<file path="src/rtl/exc_entry_pkg.sv">
package exc_entry_pkg;
  // Strobes from control to datapath
  typedef struct packed {
    logic capture;   // write shadow registers this edge
    logic useExc;    // select the exception sources
    logic fatal;     // blocked exception, write nothing
  } entryCtl_t;
endpackage

</file>
<file path="src/rtl/exc_entry_ctrl.sv">
module exc_entry_ctrl
  import exc_entry_pkg::*;
#(
  parameter int DATA_W = 32,
  parameter int BL_BIT = 28
) (
  input  logic              clk,
  input  logic              rstN,
  input  logic              intAccept,
  input  logic              excReq,
  input  logic [DATA_W-1:0] curStatus,
  output entryCtl_t         ctl,
  output logic              entryDone,
  output logic              fatalErr
);
  logic blocked;

  always_comb begin
    blocked     = curStatus[BL_BIT];
    ctl.useExc  = excReq;
    ctl.fatal   = excReq & blocked;
    ctl.capture = excReq ? ~blocked : intAccept;
  end

  always_ff @(posedge clk) begin
    if (!rstN) begin
      entryDone <= 1'b0;
      fatalErr  <= 1'b0;
    end else begin
      entryDone <= ctl.capture;
      fatalErr  <= ctl.fatal;
    end
  end
endmodule

</file>
<file path="src/rtl/exc_entry_dp.sv">
module exc_entry_dp
  import exc_entry_pkg::*;
#(
  parameter int ADDR_W      = 32,
  parameter int DATA_W      = 32,
  parameter int CODE_W      = 12,
  parameter int INTR_OFFSET = 'h600,
  parameter int BL_BIT      = 28,
  parameter int RB_BIT      = 29,
  parameter int MD_BIT      = 30
) (
  input  logic              clk,
  input  logic              rstN,
  input  entryCtl_t         ctl,
  input  logic [CODE_W-1:0] intCode,
  input  logic [CODE_W-1:0] excCode,
  input  logic [ADDR_W-1:0] excPc,
  input  logic [ADDR_W-1:0] excOffset,
  input  logic [ADDR_W-1:0] curPc,
  input  logic [DATA_W-1:0] curStatus,
  input  logic [DATA_W-1:0] curR15,
  input  logic [ADDR_W-1:0] vecBase,
  output logic [CODE_W-1:0] intEvent,
  output logic [CODE_W-1:0] excEvent,
  output logic [DATA_W-1:0] savedStatus,
  output logic [ADDR_W-1:0] savedPc,
  output logic [DATA_W-1:0] savedStack,
  output logic [DATA_W-1:0] newStatus,
  output logic [ADDR_W-1:0] nextPc
);
  localparam logic [DATA_W-1:0] ENTRY_MASK =
      (DATA_W'(1) << BL_BIT) | (DATA_W'(1) << RB_BIT) | (DATA_W'(1) << MD_BIT);
  localparam logic [ADDR_W-1:0] INTR_OFS = ADDR_W'(INTR_OFFSET);

  logic [ADDR_W-1:0] selOffset;
  logic [ADDR_W-1:0] selRet;
  logic [ADDR_W-1:0] handlerPc;

  always_comb begin
    selOffset = ctl.useExc ? excOffset : INTR_OFS;
    selRet    = ctl.useExc ? excPc : curPc;
    handlerPc = vecBase + selOffset;
  end

  always_ff @(posedge clk) begin
    if (!rstN) begin
      intEvent    <= '0;
      excEvent    <= '0;
      savedStatus <= '0;
      savedPc     <= '0;
      savedStack  <= '0;
      newStatus   <= '0;
      nextPc      <= '0;
    end else if (ctl.capture) begin
      if (ctl.useExc) excEvent <= excCode;
      else            intEvent <= intCode;
      savedStatus <= curStatus;
      savedPc     <= selRet;
      savedStack  <= curR15;
      newStatus   <= curStatus | ENTRY_MASK;
      nextPc      <= handlerPc;
    end
  end
endmodule

</file>
<file path="src/rtl/exc_entry_seq.sv">
module exc_entry_seq
  import exc_entry_pkg::*;
#(
  parameter int ADDR_W      = 32,
  parameter int DATA_W      = 32,
  parameter int CODE_W      = 12,
  parameter int INTR_OFFSET = 'h600,
  parameter int BL_BIT      = 28,
  parameter int RB_BIT      = 29,
  parameter int MD_BIT      = 30
) (
  input  logic              clk,
  input  logic              rstN,
  input  logic              intAccept,
  input  logic [CODE_W-1:0] intCode,
  input  logic              excReq,
  input  logic [CODE_W-1:0] excCode,
  input  logic [ADDR_W-1:0] excPc,
  input  logic [ADDR_W-1:0] excOffset,
  input  logic [ADDR_W-1:0] curPc,
  input  logic [DATA_W-1:0] curStatus,
  input  logic [DATA_W-1:0] curR15,
  input  logic [ADDR_W-1:0] vecBase,
  output logic [CODE_W-1:0] intEvent,
  output logic [CODE_W-1:0] excEvent,
  output logic [DATA_W-1:0] savedStatus,
  output logic [ADDR_W-1:0] savedPc,
  output logic [DATA_W-1:0] savedStack,
  output logic [DATA_W-1:0] newStatus,
  output logic [ADDR_W-1:0] nextPc,
  output logic              entryDone,
  output logic              fatalErr
);
  entryCtl_t ctl;

  exc_entry_ctrl #(.DATA_W(DATA_W), .BL_BIT(BL_BIT)) u_ctrl (
    .clk(clk), .rstN(rstN), .intAccept(intAccept), .excReq(excReq),
    .curStatus(curStatus), .ctl(ctl), .entryDone(entryDone), .fatalErr(fatalErr)
  );

  exc_entry_dp #(
    .ADDR_W(ADDR_W), .DATA_W(DATA_W), .CODE_W(CODE_W), .INTR_OFFSET(INTR_OFFSET),
    .BL_BIT(BL_BIT), .RB_BIT(RB_BIT), .MD_BIT(MD_BIT)
  ) u_dp (
    .clk(clk), .rstN(rstN), .ctl(ctl),
    .intCode(intCode), .excCode(excCode), .excPc(excPc), .excOffset(excOffset),
    .curPc(curPc), .curStatus(curStatus), .curR15(curR15), .vecBase(vecBase),
    .intEvent(intEvent), .excEvent(excEvent), .savedStatus(savedStatus),
    .savedPc(savedPc), .savedStack(savedStack), .newStatus(newStatus), .nextPc(nextPc)
  );
endmodule

</file>
<file path="config.mk">
export PLATFORM = sky130hd
export DESIGN_NAME = exc_entry_seq
export DESIGN_NICKNAME = d
export VERILOG_FILES = /design/src/rtl/exc_entry_pkg.sv /design/src/rtl/exc_entry_ctrl.sv /design/src/rtl/exc_entry_dp.sv /design/src/rtl/exc_entry_seq.sv
export SDC_FILE = /design/constraint.sdc
export NUM_CORES = 1
export LEC_CHECK = 0
export CAP_MARGIN = 20
export CORE_ASPECT_RATIO = 1.1
export CORE_MARGIN = 2
export CORE_UTILIZATION = 25
export CTS_CLUSTER_SIZE = 10
export DETAILED_ROUTE_END_ITERATION = 12
export GPL_ROUTABILITY_DRIVEN = 0
export HOLD_SLACK_MARGIN = 0.02
export PLACE_DENSITY = 0.55
export SYNTH_ARGS = -nofsm -noshare
export SYNTH_HDL_FRONTEND = slang
export SYNTH_SLANG_ARGS = --single-unit
</file>
<file path="constraint.sdc">
create_clock -name clk -period 3.6 [get_ports clk]
set_input_delay 0.72 -clock clk [delete_from_list [all_inputs] [get_ports clk]]
set_output_delay 0.72 -clock clk [all_outputs]
set_load 0.005 [all_outputs]
</file>
; Word level (Yosys, flattened, before mapping)
; Index checks and enable logic that the tools add are counted.
[word_totals]
ff_bits = 186
input_bits = 220
out_inout_bits = 186
elab_cells = 18
[op_classes]
addsub = 1
muxes = 3
bitwise = 3
reduce_logical = 2
[op_table]
columns = operator, count
row1 = $mux 32, 2
row2 = $add 32x32->32, 1
row3 = $reduce_and 2->1, 2
row4 = $not 1->1, 2
row5 = $and 1x1->1, 1
row6 = $mux 1, 1

; Logic depth before layout (Yosys ltp)
; Gate-level depths: netlist of run 1.
[depth]
word_depth = 3
mapped_depth = 13
mapped_depth_nobuf = 10

; By module
; A second synthesis of run 1 with hierarchy kept.
[hier_totals]
hier_cells = 905
hier_area_um2 = 8300.5
[by_module_without_submodules]
columns = module, n_inst, cells_per_inst, area_each_um2, seq_area_each_um2
row1 = exc_entry_dp, 1, 896, 8202.9, 3062.9
row2 = exc_entry_ctrl, 1, 9, 97.6, 40.0

; Least setup slack after synthesis of run 1
; OpenSTA, ideal clock, no wires.
[synth_timing]
path_kind = in2reg
from = in excReq
to = reg u_dp.nextPc[20]
setup_time_ns = 0.126
t_arrival_ns = 3.169
required_time_ns = 3.474
slack_ns = 0.305
path_stages = 13
n_path_buf = 4
cell_sequence = buf_2 > clkbuf_1 > clkbuf_1 > and2_1 > ha_1 > buf_6 > a211oi_1 > o211ai_1 > a41o_1 > or2_1 > o22a_1 > xnor2_1 > o21ai_1
[synth_via]
elab_chain_cells = 2
elab_cells_between_ends = 3
classes_between = add/sub (1) / mux (2)
[synth_lines]
columns = item, line
row1 = from (decl), exc_entry_seq.sv:16  ; input logic excReq,
row2 = $mux 32, exc_entry_dp.sv:40  ; selOffset = ctl.useExc ? excOffset : INTR_OFS;
row3 = $add 32x32->32, exc_entry_dp.sv:42  ; handlerPc = vecBase + selOffset;
row4 = to (signal assigned), exc_entry_dp.sv:61  ; nextPc <= handlerPc;
row5 = to (decl), exc_entry_dp.sv:29  ; output logic [ADDR_W-1:0] nextPc
; Parallel ways exist; a longest one is shown, timed or not.
; A chain may end at the register's enable or synchronous reset.

; Final worst setup path of run 1
[layout_timing]
from = in excOffset[20]
to = reg u_dp.nextPc[29]
[layout_via]
elab_chain_cells = 2
[layout_lines]
columns = item, line
row1 = from (decl), exc_entry_seq.sv:19  ; input logic [ADDR_W-1:0] excOffset,
row2 = $mux 32, exc_entry_dp.sv:40
row3 = $add 32x32->32, exc_entry_dp.sv:42
; No other way between the ends.

==> metrics, run 1 <==
Routed Antenna Nets 0; worst min path class reg2reg; Synth Area in Compound Gates 0.2268; Multi-input gate area 0.004509 mm^2; die footprint roughly 0.034 mm^2; fin crit period ~2.9 ns; dpl ws 0.2339 ns; main combinational cell family by area after synthesis compound AO/OA/AOI/OAI gates; Clock Skews 0 ns; synth cell count leaders 270 x nand2_1, 155 x dfxtp_1, 77 x a21boi_0, 38 x and2_1, 38 x clkbuf_1; Worst-Skew Late Latency ~0.43 ns; final worst setup slack roughly 0.67 ns; diode count 0; YS warnings 0; startpoint types primary input; Setup TNS Final 0 ns; Worst Path Arrival around 3.3 ns; Post-Synth Simple-Gate Area 0.2049; CTS sink cnt 155; initial antenna violation count 0; per-cell routed wire length 16.75 um; nets@finish approximately 1.6k; CP Cell Sequence clkdlybuf4s50_1, and2_1, ha_1, a21oi_1, nand2_1, nor3_1, o2bb2ai_1, a31oi_1, mux2_1, o21ai_1; Leakage Power ~5.3 nW; Clock transition at path regs about 0.070 ns; post-cts resize count 0; num rows 69; Max stage delay on crit path about 0.43 ns; PwrDens 391.5 mW/mm^2; vias in the first global route 7862; WHS Path Cells 2; Yosys top cell area share 0.3808; #FFs+latches synth ~160; Worst Setup Path Type in2reg; port buffer count just over 400; FF-to-FF setup slack about 2.6 ns; 1st-pass router iterations 5; Worst EP required 3.97 ns; Worst R2R End u_dp.nextPc[31]; MaxCap Viol Count 0; Setup crit start excOffset[20]; Synth Area in XOR/XNOR 0.02795; Levels on crit path 10; FF-to-FF Start u_dp.nextPc[31]; P&R area growth vs syn 59.43%; die width 176.1 um; Finished Cell Area 0.01299 mm^2; GRT Util Overall 0.1713; slowest stage cell, crit path a21oi_1; RSZ-0062 raised after global routing false; initial DRC count approximately 380; CTS Hold Bufs 0; total gr overflow 0; VDD IR max ~0.30 mV; most frequent cell after synthesis nand2_1; mux share of post-synthesis cell area 0.04192; Crit Path Max Fanout 5; final slew viol count 0; post-synthesis sequential area ratio 0.3808; largest net degree at the start of global routing 80; vias around 8k; Fin Hold WS between 0.4 and 0.5 ns; clock root buffer master clkbuf_16; Worst Setup EP u_dp.nextPc[29]; total CTS buffers 17; adder-cell share of the synthesized area 0.05006; Slew @ Worst Pin between 0.8 and 0.9 ns; Reg area between 0.003 and 0.004 mm^2; Synth Instances 982; Final Hold Viols 0; Avg Synthesized Cell Area between 8 and 9 um^2; critical path endpoint category flip-flop; H-tree depth 4; Die Y between 150 and 200 um; Starting Density 0.2530; CTS tree yes; worst path buffer plus inverter count 1; Yosys top cell by area dfxtp_1; I/O pin cnt 406; Longest Clk Path Bufs 2; ys async rst share 0; WL final between 20000 and 30000 um; number of synthesized flops with an enable pin 0; slew margin rel. 0.4612; Distinct cells, synth between 60 and 70; crit share post-route 0.8151; vias per cell 4.554; commonest register cell after synthesis dfxtp_1; first-pass GRT wire length 45570 um; DP Wirelength ~22000 um; drc violations 0; top cells by area, synth dfxtp_1 38%, nand2_1 12%, a21boi_0 7.1%; share of cells above drive strength 1 0.04836; critical path's top delay family compound AO/OA/AOI/OAI gates; worst-case reg-to-reg path depth 4; endpoints failing setup 0; outcome finished, final reports clean; filler instances between 3k and 4k; placed cell area around 0.012 mm^2; post-CTS setup buffers 0; Placeable Area ~0.032 mm^2; Max Fclk between 300 and 400 MHz; Post-Syn Nets about 1.2k; post-synthesis cell area ~0.0081 mm^2
[kinds of logic (layout without fill, tap and decap cells)]
logic type	after synthesis	count (layout)
flops	155	155
simple gates	380	380
xor+xnor	26	26
fa+ha+maj	32	32
compound gates	253	253
mux	34	34
buf+inv	102	464
[worst min-delay path, stage by stage (launching register included)]
cell      delay (ns)
dfxtp_1         0.31
nand2_1         0.05
a21boi_1        0.05
[cell type report]
class,instances,share of cell area
clock buffers,20,0.03439
multi-input cells,725,0.3471
flip-flops and latches,155,0.2389
clock inverters,11,0.01204
repair buffers,425,0.3242
inverters,8,0.002312
well taps,426,0.04103
[cells in the final DEF (no fill, tap or decap), types with 6 or more instances in the layout]
cell type,netlist,layout
o21ai_0,28,28
clkbuf_16,0,17
nand3_1,15,15
nor2_1,19,18
dfxtp_1,155,155
o21ai_1,18,18
a21oi_1,32,32
and3_1,6,6
buf_4,31,21
and2_1,38,38
nand4_1,6,6
inv_1,8,8
a21boi_1,16,16
clkdlybuf4s50_1,0,403
nand2_1,270,269
ha_1,31,31
o211a_1,34,34
xor2_1,12,12
mux2i_1,33,33
a21boi_0,77,77
xnor2_1,14,14
[registers in the layout, indices dropped and copies added, names as in the netlist]
register,count
u_dp.savedStack,32
u_dp.intEvent,12
u_dp.excEvent,12
u_dp.savedPc,32
u_ctrl.entryDone,1
u_dp.newStatus,30
u_dp.savedStatus,3
u_ctrl.fatalErr,1
u_dp.nextPc,32
[where the power goes]
group | internal (mW) | switching, mW | total [mW]
Clock | 1.12 | 0.809 | 1.93
Sequential | 1.85 | 0.0756 | 1.92
Combinational | 0.708 | 0.527 | 1.24
[metal layers]
metal	up-vias	global-route usage	part of all wire
met4	0	0.04224	0.013
met3	27	0.05955	0.088
met1	3705	0.2007	0.41
li1	4031	-	-
met5	-	0	0
met2	298	0.2975	0.49
[worst min-delay path by stage]
| stage | from | endpoint |
|---|---|---|
| 6_report | u_dp.savedStatus[29] | u_dp.savedStatus[29] |
| 2_1_floorplan | u_dp.nextPc[24] | u_dp.nextPc[24] |
| 3_5_place_dp | u_dp.savedStatus[29] | u_dp.savedStatus[29] |
| 4_1_cts | u_dp.savedStatus[29] | u_dp.savedStatus[29] |
| 5_1_grt | u_dp.nextPc[16] | u_dp.nextPc[16] |
| 3_3_place_gp | u_dp.nextPc[24] | u_dp.nextPc[24] |
[per-stage QoR]
step | total power [mW] | util | cells
finish | 5.085 | 0.4034 | 1770
global route | 5.363 | 0.4034 | 1770
CTS | 5.182 | 0.4034 | 1770
detailed placement | 3.209 | 0.3847 | 1739
global placement | 3.204 | 0.3847 | 1739
floorplan | 2.515 | - | 982
Note: power is estimated with default switching activity, not from simulation.
==> inputs of run 2 (changes only) <==
- clock period: 3.6 -> 2.9 ns (I/O delays scaled with it)
==> run 2 against run 1 <==
- combinational power increased by 33%
- non-clock buffer count rose by 76
- cell area is 4.3% higher
- total power grew 22%
- sequential cell count unchanged
- sequential share of layout area down 0.99 points
- largest cell class is now non-clock buffers
==> metrics, run 2 (synthesized netlist as in run 1, its figures left out) <==
DP Wirelength 22730 um (was 22410 um); Longest Clk Path Bufs 2 (unchanged); critical path endpoint category flip-flop (unchanged); die footprint 0.03405 mm^2 (unchanged); vias 8203 (was 8061); endpoints failing setup 0 (unchanged); slew margin rel. 0.5089 (was 0.4612); final slew viol count 0 (unchanged); per-cell routed wire length 16.03 um (was 16.75 um); share of cells above drive strength 1 0.1042 (was 0.04836); FF-to-FF setup slack 1.86 ns (was 2.61 ns); initial DRC count 303 (was 382); Crit Path Max Fanout 7 (was 5); vias in the first global route 8121 (was 7862); MaxCap Viol Count 0 (unchanged); clock root buffer master clkbuf_16 (unchanged); initial antenna violation count 0 (unchanged); CTS tree yes (unchanged); num rows 69 (unchanged); 1st-pass router iterations 4 (was 5); Slew @ Worst Pin 0.7366 ns (was 0.8081 ns); Endpoint, Worst Hold u_dp.savedStatus[30] (was u_dp.savedStatus[29]); drc violations 0 (unchanged); total CTS buffers 17 (unchanged); Worst R2R End u_dp.nextPc[31] (unchanged); Inst Count DP 1815 (was 1739); die width 176.1 um (unchanged); Setup TNS Final 0 ns (unchanged); final cell utilization of the core 0.4209 (was 0.4034); port buffer count 405 (unchanged); Leakage Power 5.645 nW (was 5.299 nW); Worst-Skew Late Latency 0.42 ns (was 0.43 ns); Worst EP required 3.26 ns (was 3.97 ns); worst-case reg-to-reg path depth 4 (unchanged); Clock transition at path regs 0.07 ns (about the same); crit share post-route 0.9201; vias per cell 4.439 (was 4.554); commonest non-fill, non-tap cell in the layout clkdlybuf4s50_1 (unchanged); FF-to-FF Start u_dp.nextPc[31] (unchanged); RSZ-0062 raised after global routing false (unchanged); fin crit period between 2 and 3 ns; VDD IR max 0.3464 mV (was 0.2957 mV); first-pass GRT wire length 45200 um (was 45570 um); worst min path class reg2reg (unchanged); Max Fclk ~370 MHz; I/O pin cnt 406 (unchanged); Routed Antenna Nets 0 (unchanged); P&R area growth vs syn 66.34% (was 59.43%); startpoint types primary input (unchanged); PwrDens 459.4 mW/mm^2 (was 391.5 mW/mm^2); H-tree depth 4 (unchanged); Die Y 193.3 um (unchanged); Final Hold Viols 0 (unchanged); largest net degree at the start of global routing 96 (was 80); CTS sink cnt 155 (unchanged); Largest regs u_dp.nextPc (32), u_dp.savedPc (32), u_dp.savedStack (32) (unchanged); total gr overflow 0 (unchanged); Worst Path Arrival 3.03 ns (was 3.31 ns); Final Non-Filler Cells 1848 (was 1770); outcome finished, final reports clean (unchanged); Worst Setup Path Type in2reg (unchanged); Starting Density 0.2530 (unchanged); Placeable Area 0.03220 mm^2 (unchanged); GRT Util Overall 0.1700 (was 0.1713); WL final 29620 um (was 29660 um); most frequent cells in the layout 403 x clkdlybuf4s50_1, 269 x nand2_1, 155 x dfxtp_1 (unchanged); Fin Hold WS 0.4477 ns (was 0.4486 ns); nets@finish 1660 (was 1584); Clock Skews 0 ns (unchanged); Hold Startpoint u_dp.savedStatus[30] (was u_dp.savedStatus[29]); WHS Path Cells 2 (unchanged)
## run 2: changes by cell type in the layout (fill, tap and decap cells not counted), sizes merged
cell,previous run,this run
inv,13,14
bufinv,3,0
clkinvlp,2,3
clkbuf,20,19
buf,22,97
clkinv,1,5
diode,0,1
## run 2: layout make-up
| class | instances | area [um^2] |
|---|---|---|
| Antenna cell | 1 | 2.502 |
| Clock buffer | 18 | 439.2 |
| Clock inverter | 14 | 127.6 |
| Fill cell | 3203 | 18650 |
| Inverter | 8 | 30.03 |
| Multi-Input combinational cell | 725 | 4536 |
| Sequential cell | 155 | 3103 |
| Tap cell | 426 | 533.0 |
| Timing Repair Buffer | 501 | 4782 |
## run 2: layer usage
metal / part of all wire / vias to the layer above / GRT usage
met2: 0.48 / 288 / 0.2957
li1: - / 4189 / -
met4: 0.013 / 0 / 0.04377
met5: 0 / - / 0
met3: 0.078 / 19 / 0.04972
met1: 0.42 / 3707 / 0.2036
## run 2: worst max-delay path, stage by stage
cell and delay, ns:
clkdlybuf4s50_1 0.40, and2_1 0.16, ha_1 0.36, a21oi_1 0.29, o21ai_0 0.14, a31oi_1 0.19
o21ai_2 0.10, a31oi_1 0.24, buf_4 0.16, mux2_1 0.31, o21ai_1 0.12
## run 2: where the power goes
group	switching [mW]	internal (mW)
registers	0.0940	2.29
clock network	1.04	1.15
logic	0.680	0.974
total	1.81	4.42
## run 2: worst max-delay path by stage
stage / slack, ns / endpoint / start
6_report: 0.23 / u_dp.nextPc[29] / excOffset[8]
3_5_place_dp: -0.31 / u_dp.nextPc[29] / excReq
3_3_place_gp: -0.32 / u_dp.nextPc[31] / excReq
4_1_cts: 0.13 / u_dp.nextPc[29] / excReq
2_1_floorplan: -0.005 / u_dp.nextPc[20] / excReq
5_1_grt: 0.03 / u_dp.nextPc[29] / excOffset[4]
## run 2: stage by stage
step	total power, mW	setup slack (ns)	cell area (um^2)
floorplan	3.132	-0.005228	8209
global placement	4.101	-0.3196	12980
detailed placement	4.106	-0.3106	12980
CTS	6.351	0.1341	13550
global route	6.573	0.02744	13550
finish	6.227	0.2318	13550
## run 2: what timing repair did
item | CTS | global route
resized for setup | 0 | 1
hold buffers | 0 | 0
endpoints found under the setup margin | 0 | 3
setup buffers | 0 | 0
==> inputs of run 3 (changes only) <==
- CELL_PAD_IN_SITES_DETAIL_PLACEMENT: default -> 0
- CELL_PAD_IN_SITES_GLOBAL_PLACEMENT: default -> 2
- CORE_UTILIZATION: 25 -> 22
- PLACE_DENSITY: 0.55 -> 0.82
==> run 3 against run 2 <==
- non-clock buffer count grew 9
- sequential share of layout area fell by 0.38 points
- hold slack better by 0.0059 ns
- largest cell class unchanged
- via count is 2.1% higher
==> metrics, run 3 (synthesized netlist as in run 1, its figures left out) <==
num rows 73 (was 69); initial antenna violation count 0 (unchanged); CTS Hold Bufs 0 (unchanged); Finished Cell Area 0.01378 mm^2 (was 0.01355 mm^2); filler instances 3751 (was 3203); largest net degree at the start of global routing 77 (was 96); final slew viol count 0 (unchanged); Worst Setup Path Type in2reg (unchanged); crit share post-route 0.9146 (was 0.9201); met3 wire len 2240 um (was 2299 um); share of cells above drive strength 1 0.1091 (was 0.1042); Clock transition at path regs 0.08 ns (was 0.07 ns); total gr overflow 0 (unchanged); Starting Density 0.2241 (was 0.2530); GRT Util Overall 0.1616 (was 0.1700); I/O pin cnt 406 (unchanged); critical path endpoint category flip-flop (unchanged); P&R area growth vs syn 69.16% (was 66.34%); slew margin rel. 0.5780 (was 0.5089); port buffer count 405 (unchanged); Longest Clk Path Bufs 2 (unchanged); vias in the first global route 8414 (was 8121); CP Cell Sequence clkdlybuf4s50_1, ha_4, fa_2, a21o_1, a31oi_4, nor3_4, nor3_4, o21ai_1, xnor2_1, o21ai_1 (was clkdlybuf4s50_1, and2_1, ha_1, a21oi_1, o21ai_0, a31oi_1, o21ai_2, a31oi_1, buf_4, mux2_1, o21ai_1); placed cell area 0.01315 mm^2 (was 0.01298 mm^2); FF-to-FF setup slack 1.91 ns (was 1.86 ns); Largest regs u_dp.nextPc (32), u_dp.savedPc (32), u_dp.savedStack (32) (unchanged); wl on met1 13700 um (was 12570 um); most frequent cells in the layout 403 x clkdlybuf4s50_1, 269 x nand2_1, 155 x dfxtp_1 (unchanged); die footprint 0.03859 mm^2 (was 0.03405 mm^2); die width 187.5 um (was 176.1 um); Final Hold Viols 0 (unchanged); slowest stage cell, crit path clkdlybuf4s50_1 (unchanged); 1st-pass router iterations 4 (unchanged); Int Pwr 4.709 mW (was 4.416 mW); Worst EP required 3.24 ns (was 3.26 ns); Multi-input gate area 0.004533 mm^2 (was 0.004536 mm^2); Reg area 0.003103 mm^2 (unchanged); Clock Skews 0 ns (unchanged); Sw Share 0.2800 (was 0.2909); outcome finished, final reports clean (unchanged); VDD IR max 0.4159 mV (was 0.3464 mV); worst min path class reg2reg (unchanged); Placeable Area 0.03635 mm^2 (was 0.03220 mm^2); Max Fclk 377.0 MHz (was 374.8 MHz); total CTS buffers 17 (unchanged); startpoint types primary input (unchanged); post-CTS setup buffers 0 (unchanged); fin crit period 2.652 ns (was 2.668 ns); P_sw 1.831 mW (was 1.811 mW); Flop pwr share 0.366 (was 0.383); WL final 31620 um (was 29620 um); RSZ-0062 raised after global routing false (unchanged); H-tree depth 4 (unchanged); vias per cell 4.369 (was 4.439); first-pass GRT wire length 48330 um (was 45200 um); Worst Path Arrival 3.00 ns (was 3.03 ns); nets@finish 1669 (was 1660); MaxCap Viol Count 0 (unchanged); Crit Path Max Fanout 4 (was 7); Die Y 205.8 um (was 193.3 um); endpoints failing setup 0 (unchanged); Worst-Skew Late Latency 0.45 ns (was 0.42 ns); diode count 0 (was 1); Final Non-Filler Cells 1917 (was 1848); Setup TNS Final 0 ns (unchanged); vias 8375 (was 8203); Comb power frac 0.257 (was 0.266); Slew @ Worst Pin 0.6330 ns (was 0.7366 ns); Clock Power Share 0.377 (was 0.351); post-cts resize count 0 (unchanged); PwrDens 474.5 mW/mm^2 (was 459.4 mW/mm^2); Max stage delay on crit path 0.55 ns (was 0.40 ns); clock root buffer master clkbuf_16 (unchanged); Routed Antenna Nets 0 (unchanged); commonest non-fill, non-tap cell in the layout clkdlybuf4s50_1 (unchanged); DP Wirelength 24420 um (was 22730 um); DR top layer met4 (unchanged); CTS tree yes (unchanged); per-cell routed wire length 16.49 um (was 16.03 um); total power 6.540 mW (was 6.227 mW); Met2 Wirelength 15230 um (was 14360 um); Fin Hold WS 0.4536 ns (was 0.4477 ns); initial DRC count 359 (was 303); Inst Count DP 1885 (was 1815); drc violations 0 (unchanged); Leakage Power 5.736 nW (was 5.645 nW); CTS sink cnt 155 (unchanged)
## run 3: cell count changes in the layout (fill, tap and decap cells not counted)
cell,previous run,this run
nor2b_1,4,5
diode_2,1,0
buf_4,96,104
buf_12,1,3
clkbuf_8,1,2
clkinv_8,1,0
inv_8,2,3
inv_6,4,2
nor2b_2,1,0
bufinv_16,0,3
clkinvlp_4,3,1
clkbuf_4,1,0
## run 3: area by class of cell
| type | count | share of cell area |
|---|---|---|
| repair buffers | 510 | 0.3537 |
| multi-input cells | 725 | 0.3289 |
| flip-flops and latches | 155 | 0.2251 |
| well taps | 487 | 0.04421 |
| clock buffers | 19 | 0.03286 |
| clock inverters | 13 | 0.01307 |
| inverters | 8 | 0.002179 |
## run 3: stage by stage
step             util  setup slack, ns
2_1_floorplan       -        -0.005228
3_3_place_gp   0.3617          -0.2358
3_5_place_dp   0.3617          -0.2462
4_1_cts        0.3792           0.2308
5_1_grt        0.3792          0.05080
6_report       0.3792           0.2475
## run 3: worst max-delay path: cells and delay by family
family                     cells  cell delay [ns]
buffers and inverters          1             0.55
and+or+nand+nor                2             0.44
xor gates and xnor gates       1             0.15
adders and majority gates      2             0.63
AOI/OAI and AO/OA              4             0.65
## run 3: power groups by stage
stage / sequential [mW] / combinational, mW / clock [mW]
floorplan: 2.43 / 0.698 / 0
global placement: 2.44 / 1.70 / 0
detailed placement: 2.44 / 1.70 / 0
CTS: 2.39 / 1.71 / 2.56
global route: 2.41 / 1.85 / 2.63
finish: 2.39 / 1.68 / 2.47
## run 3: final timing paths
| path | start | end | cells past startpoint |
|---|---|---|---|
| worst min-delay path | u_dp.savedStatus[30] | u_dp.savedStatus[30] | 2 |
| worst min register to register | u_dp.savedStatus[30] | u_dp.savedStatus[30] | 2 |
| worst max register to register | u_dp.nextPc[31] | u_dp.nextPc[31] | 4 |
| worst max-delay path | vecBase[0] | u_dp.nextPc[22] | 10 |
## run 3: layer usage
layer  vias to the layer above  track usage
li1                       4199            -
met5                         -            0
met4                         0      0.04753
met2                       295       0.2783
met1                      3854       0.1940
met3                        27      0.04929
